==> config.mk <==
export PLATFORM = sky130hd
export DESIGN_NAME = mac40_unit
export DESIGN_NICKNAME = d
export VERILOG_FILES = /design/src/rtl/mac40_pkg.sv /design/src/rtl/mac40_prod.sv /design/src/rtl/mac40_acc.sv /design/src/rtl/mac40_rdback.sv /design/src/rtl/mac40_unit.sv
export SDC_FILE = /design/constraint.sdc
export NUM_CORES = 2
export LEC_CHECK = 0
export ABC_AREA = 1
export BUFFER_PORTS_ARGS = -buffer_cell sky130_fd_sc_hd__buf_2
export CORE_MARGIN = 2
export CORE_UTILIZATION = 46
export DETAILED_ROUTE_END_ITERATION = 10
export PLACE_DENSITY = 0.69
export SYNTH_ARGS = -nofsm -noshare
export SYNTH_HDL_FRONTEND = slang
export SYNTH_SLANG_ARGS = --single-unit
==> constraint.sdc <==
create_clock -name clk -period 22.9 [get_ports clk]
set_input_delay 1.145 -clock clk [delete_from_list [all_inputs] [get_ports clk]]
set_output_delay 1.145 -clock clk [all_outputs]
set_load 0.05 [all_outputs]
==> src/rtl/mac40_pkg.sv <==
package mac40_pkg;
  typedef enum logic [1:0] {
    MAC_FULL = 2'd0,
    MAC_DUAL = 2'd1,
    MAC_HALF = 2'd2,
    MAC_LOAD = 2'd3
  } mac_op_e;
endpackage

==> src/rtl/mac40_prod.sv <==
module mac40_prod
  import mac40_pkg::*;
#(
  parameter int DW = 32,
  parameter int AW = 40
) (
  input  mac_op_e                op,
  input  logic [DW-1:0]          a,
  input  logic [DW-1:0]          b,
  input  logic                   sel_a,
  input  logic                   sel_b,
  output logic [AW-1:0]          addend
);
  localparam int HW  = DW / 2;
  localparam int PW  = 2 * HW;
  localparam int FW  = 2 * DW;
  localparam int NL  = 2;

  logic signed [PW-1:0] lane_p [NL];
  logic [AW-1:0]        lane_x [NL];

  genvar g;
  generate
    for (g = 0; g < NL; g++) begin : g_lane
      assign lane_p[g] = $signed(a[g*HW +: HW]) * $signed(b[g*HW +: HW]);
      assign lane_x[g] = {{(AW-PW){lane_p[g][PW-1]}}, lane_p[g]};
    end
  endgenerate

  logic [HW-1:0]        ha, hb;
  logic signed [PW-1:0] one_p;
  logic [AW-1:0]        one_x;
  logic signed [FW-1:0] full_p;

  assign ha     = sel_a ? a[DW-1:HW] : a[HW-1:0];
  assign hb     = sel_b ? b[DW-1:HW] : b[HW-1:0];
  assign one_p  = $signed(ha) * $signed(hb);
  assign one_x  = {{(AW-PW){one_p[PW-1]}}, one_p};
  assign full_p = $signed(a) * $signed(b);

  always_comb begin
    case (op)
      MAC_FULL: addend = full_p[AW-1:0];
      MAC_DUAL: addend = lane_x[0] + lane_x[1];
      MAC_HALF: addend = one_x;
      default:  addend = '0;
    endcase
  end
endmodule

==> src/rtl/mac40_acc.sv <==
module mac40_acc #(
  parameter int DW = 32,
  parameter int AW = 40
) (
  input  logic          clk,
  input  logic          rst,
  input  logic          upd_en,
  input  logic          load_en,
  input  logic [AW-1:0] addend,
  input  logic [DW-1:0] ld_lo,
  input  logic [DW-1:0] ld_hi,
  output logic [AW-1:0] acc
);
  localparam int EXT = AW - DW;

  always_ff @(posedge clk) begin
    if (rst)          acc <= '0;
    else if (load_en) acc <= {ld_hi[EXT-1:0], ld_lo};
    else if (upd_en)  acc <= acc + addend;
  end

  a_r1_reset_clears: assert property (@(posedge clk)
    rst |=> acc == '0);

  a_r5_load_low_byte: assert property (@(posedge clk) disable iff (rst)
    load_en |=> acc == {$past(ld_hi[EXT-1:0]), $past(ld_lo)});

  a_r8_wrap_add: assert property (@(posedge clk) disable iff (rst)
    (upd_en && !load_en) |=> acc == AW'($past(acc) + $past(addend)));

  a_r7_idle_hold: assert property (@(posedge clk) disable iff (rst)
    (!upd_en && !load_en) |=> $stable(acc));
endmodule

==> src/rtl/mac40_rdback.sv <==
module mac40_rdback #(
  parameter int DW = 32,
  parameter int AW = 40
) (
  input  logic [AW-1:0] acc,
  output logic [DW-1:0] rd_lo,
  output logic [DW-1:0] rd_hi
);
  localparam int EXT = AW - DW;

  assign rd_lo = acc[DW-1:0];
  assign rd_hi = {{(DW-EXT){acc[AW-1]}}, acc[AW-1:DW]};
endmodule

==> src/rtl/mac40_unit.sv <==
module mac40_unit
  import mac40_pkg::*;
#(
  parameter int DW = 32,
  parameter int AW = 40
) (
  input  logic          clk,
  input  logic          rst,
  input  logic          cmd_valid,
  input  logic [1:0]    cmd_op,
  input  logic [DW-1:0] op_a,
  input  logic [DW-1:0] op_b,
  input  logic          sel_a,
  input  logic          sel_b,
  output logic [DW-1:0] rd_lo,
  output logic [DW-1:0] rd_hi
);
  mac_op_e       op;
  logic [AW-1:0] addend;
  logic [AW-1:0] acc;
  logic          load_en, upd_en;

  assign op      = mac_op_e'(cmd_op);
  assign load_en = cmd_valid && (op == MAC_LOAD);
  assign upd_en  = cmd_valid && (op != MAC_LOAD);

  mac40_prod #(.DW(DW), .AW(AW)) u_prod (
    .op(op), .a(op_a), .b(op_b), .sel_a(sel_a), .sel_b(sel_b), .addend(addend)
  );

  mac40_acc #(.DW(DW), .AW(AW)) u_acc (
    .clk(clk), .rst(rst), .upd_en(upd_en), .load_en(load_en),
    .addend(addend), .ld_lo(op_a), .ld_hi(op_b), .acc(acc)
  );

  mac40_rdback #(.DW(DW), .AW(AW)) u_rd (
    .acc(acc), .rd_lo(rd_lo), .rd_hi(rd_hi)
  );

  a_r7_read_old_value: assert property (@(posedge clk) disable iff (rst)
    !cmd_valid |=> (rd_lo == $past(rd_lo)) && (rd_hi == $past(rd_hi)));
endmodule

### Word-level counts from Yosys, hierarchy flattened

Index checks and enable logic that the tools add are counted.

* bits in registers: 40
* bits in latches: 0
* memory bits (writable): 0
* ROM bits: 0
* input bits: 71
* output and inout port bits: 64
* word-level logic and storage cells: 20
* memories: 0

* add/subtract/negate cells: 2
* multiply operators: 4
* divide/modulo/power cells: 0
* order comparisons: 0
* equality and inequality tests: 4
* shift operators: 0
* muxes and demuxes: 5
* bitwise logic cells: 0
* reductions and logical operators: 4

Operators with widths (number)
* 40-bit case mux with 3 select lines: 1
* 16-bit by 16-bit multiplier with 32-bit output: 3
* 40-bit two-way mux: 2
* 40-bit adder: 1
* 32-bit by 32-bit multiplier with 40-bit output: 1
* 32-bit by 32-bit adder with 33-bit output: 1
* 16-bit two-way mux: 2
* 2-bit == test, second input constant: 2
* 2-bit by 1-bit == test with 1-bit output, second input constant: 1
* 1-bit logical AND: 2
* 2-bit logical NOT: 1
* 2-bit != test, second input constant: 1
* 2-bit nonzero test: 1

### Depth between registers and ports, before layout

* word-level depth: 6
* mapped depth: 49

### Cells and area by module

Synthesis repeated with hierarchy kept, for this count alone.

* cell total of the unflattened synthesis: 7243
* area, all modules: 55826.0 sq um

By module, submodules not included
* mac40_prod: instances 1, cells an instance 6377, area each 50762.4 sq um, sequential area each 0.0 sq um
* mac40_acc: instances 1, cells an instance 798, area each 4566.9 sq um, sequential area each 800.8 sq um
* mac40_rdback: instances 1, cells an instance 64, area each 480.5 sq um, sequential area each 0.0 sq um
* mac40_unit: instances 1, cells an instance 4, area each 16.3 sq um, sequential area each 0.0 sq um

### Worst setup path after synthesis

OpenSTA, ideal clock, no wires.

* kind: input-to-reg
* start: input port op_a[31]
* end: register u_acc.acc[33]
* library setup time: 0.070 ns
* arrival time: 9.387 ns
* required time: 22.830 ns
* path slack: 13.442 ns
* stages: 37
* path buffers: 2
* cell sequence: clkbuf_1 -> clkbuf_1 -> nand2_1 -> fa_1 -> inv_1 -> fa_1 -> inv_1 -> fa_1 -> fa_1 -> fa_1 -> inv_1 -> fa_1 -> inv_1 -> fa_1 -> fa_1 -> inv_1 -> ha_1 -> inv_1 -> nor3_1 -> nand2_1 -> o21ai_0 -> o21bai_1 -> nand3_1 -> nand3_1 -> nand2_1 -> inv_2 -> o21ai_0 -> ha_1 -> nand2_1 -> nor2_1 -> inv_1 -> nor4_1 -> nand3_1 -> a31o_2 -> nand3_1 -> o211ai_1 -> a21oi_1

* word-level cells in the longest chain between the ends: 6

Ends and longest elaborated chain
* start: declaration: RTL line mac40_unit.sv:11 `input logic [DW-1:0] op_a,`
* 16-bit by 16-bit multiplier with 32-bit output / 16-bit two-way mux (equally long branches): RTL line mac40_prod.sv:25, mac40_prod.sv:35
* 32-bit by 32-bit adder with 33-bit output / 16-bit by 16-bit multiplier with 32-bit output (equally long branches): RTL line mac40_prod.sv:44, mac40_prod.sv:37
* 40-bit case mux with 3 select lines (*): RTL line mac40_prod.sv:42 `case (op)`
* 40-bit adder (*): RTL line mac40_acc.sv:19 `else if (upd_en) acc <= acc + addend;`
* 40-bit two-way mux (*): RTL line mac40_acc.sv:19
* 40-bit two-way mux (*): RTL line mac40_acc.sv:18 `else if (load_en) acc <= {ld_hi[EXT-1:0], ld_lo};`
* end signal: assignment: RTL line mac40_acc.sv:18
* end signal: assignment: RTL line mac40_acc.sv:19
* end: declaration: RTL line mac40_acc.sv:12 `output logic [AW-1:0] acc`

Mark *: on every way between the ends. The rest lies on a longest branch, timed or not. The select of a mux whose other input is x is not followed.
A chain may end at the register's enable or synchronous reset.

### Final worst setup path

Ends and elaborated chain as after synthesis.

==> out/metrics.cfg <==
[timing]
min_period_ns=11.41
finalHoldViolations=0
fmax_mhz=87.7
timing.final.crit_share_pct=49.8
tns_ns=0
setup_violations=0
grt_setup_unrepaired=no
maxSlewViolCount=0
worstMarginPinSlew_ns=1.17
relSlewSlack_pct=21.8
fin_skew_ns=0.0115

[cells_and_area]
area_growth_pct=4.04
largest_reg_flops=40
seq_area_um2=801
drive_above_1_share_pct=4.17
multi_input_area_um2=44400
regMostFlops=u_acc.acc
largestRegisters=u_acc.acc: 40 flops
layout.nets=8744
design_area_um2=56800
fillers=11522

[cts]
cts_inserted_buffers=5
cts.hold.buffers_added=0
cts_tree=yes
cts_buffer_depth=2
post_cts_buffers=0
clk_latency_ns=0.30
cts-resized-gates=0
htreeDepth=2
clkSinkCount=40
clk_pin_slew_ns=0.07
clock-root-buffer=clkbuf_16

[logic_synthesis]
avgSynthCellArea_um2=7.83
synthFlopType=dfxtp_1
synth-edff-count=0
synth_top_cell_area_share_pct=50.2
synth_common_cells=inv_1 (2167), nand2_1 (1545), fa_1 (1369)
ys_async_sr_fraction_pct=0
synth_area_um2=54600
syn_inst=6980
yosys_warnings=0
ys_types=54
yosys.area.top_type=fa_1
synth_nets=8815
synth_area_leaders=fa_1 (50%), inv_1 (15%), nand2_1 (11%)
yosysMostFrequentCell=inv_1
ys_ff_latch=40
yosysSeqAreaShare_pct=1.47

[drt]
drtIter0Drc=5082
vias=45843
ant_nets=0
drt_first_pass_iters=6
drt_wl_total_um=191000
vias_per_cell=5.43
wl_per_cell_um=22.6
drc_errors=0

[global_routing]
grt_first_pass_wirelength_um=293000
grt.total_usage_pct=32.3
grt_antenna_before_repair=13
overflow=0
grt_pass1_vias=48237
grt_max_degree=55

[placement]
post-dp-hpwl_um=153000
place_area_um2=56700
port_buffers=134
place_congestion=0.996

[setup_path]
critPathKind=primary input to flip-flop
crit_path_start=op_a[31]
critPathCapture=u_acc.acc[33]
r2r_start=u_acc.acc[0]
end_kind=flip-flop
required_ns=23.12
start_kind=primary input
reg2reg_setup_slack_ns=19.74
slowest_stage=fa_1
reg2reg_depth=16
worstPathMaxFanout=27
slowest_delay_ns=0.80
reg2reg_to=u_acc.acc[30]
worstPathArrival_ns=11.63

[worst_hold_path]
hp-start=u_acc.acc[35]
hold_path.class=flip-flop to flip-flop

[floorplan]
die_area_um2=122000
core-area_um2=118000
ios=135
fp-row-count=126
die_h_um=349
die_w_um=349
start_util_pct=46.3

[run_status]
status=completed

[run]
maxCapViolCount=0

cells in the final DEF, fill, tap and decap left out, drive strengths merged, types with 2 or more instances in the layout:
cell     count
a31oi       19
a31o         2
o221ai      18
or2         27
o21bai      15
diode        4
clkbuf       6
nor3        15
nor2       283
nand3      123
nand4       17
nor4        12
a221oi       4
a21boi       5
xnor2       41
a21oi      255
clkinv       8
nand2     1547
dfxtp       40
xor2        44
o31ai        6
fa        1369
a211oi       5
o21a        13
o211ai      25
ha         395
inv       2171
o2111ai      2
buf        230
a21o        12
o21ai      184
and3         2
nand3b       8
logic make-up (layout without fill, tap and decap cells):
group / after synthesis / in the layout / synth area share, %
compound gates: 570 / 570 / 5.93
flops: 40 / 40 / 1.47
fa+ha+maj: 1764 / 1764 / 59.2
xor+xnor: 85 / 85 / 1.42
simple gates: 2035 / 2035 / 14.7
other cells: 0 / 4 / 0
buf+inv: 2486 / 2416 / 17.3
worst min path at each step:
| stage | endpoint | slack [ns] | depth (start not counted) |
|---|---|---|---|
| floorplan | u_acc.acc[6] | 0.70 | 2 |
| finish | u_acc.acc[35] | 0.49 | 2 |
| global route | u_acc.acc[8] | 0.52 | 2 |
| global placement | u_acc.acc[35] | 0.47 | 2 |
| detailed placement | u_acc.acc[35] | 0.48 | 2 |
| CTS | u_acc.acc[35] | 0.50 | 2 |
worst max-delay path, delay by kind of cell:
| family | cells | cell delay, ns |
|---|---|---|
| fa+ha+maj | 10 | 5.48 |
| simple gates | 12 | 2.20 |
| buf+inv | 10 | 1.76 |
| compound gates | 5 | 0.98 |
metrics by stage:
step	hold WS [ns]	setup slack (ns)	util, %	cells
2_1_floorplan	0.704	13.44	-	6980
3_3_place_gp	0.474	11.60	48.0	8437
3_5_place_dp	0.484	11.51	48.1	8438
4_1_cts	0.495	11.81	48.2	8446
5_1_grt	0.517	11.05	48.2	8447
6_report	0.493	11.49	48.2	8450
area by class of cell:
| class | instances | area share [%] |
|---|---|---|
| multi-input cells | 4454 | 78.1 |
| inverters | 2178 | 14.4 |
| well taps | 1536 | 3.38 |
| repair buffers | 230 | 2.45 |
| flip-flops and latches | 40 | 1.41 |
| clock buffers | 6 | 0.227 |
| clock inverters | 2 | 0.0616 |
| diodes | 4 | 0.0176 |
metal layers:
metal / up-vias / global-route usage [%] / share of wire, %
li1: 19677 / - / -
met1: 22680 / 43.0 / 38
met2: 2858 / 49.0 / 43
met3: 618 / 8.19 / 13
met4: 10 / 16.0 / 6.4
met5: - / 1.08 / 0.087
Power is not shown: default switching activity piles up to over one toggle a cycle in this logic, so the estimate is an artifact.
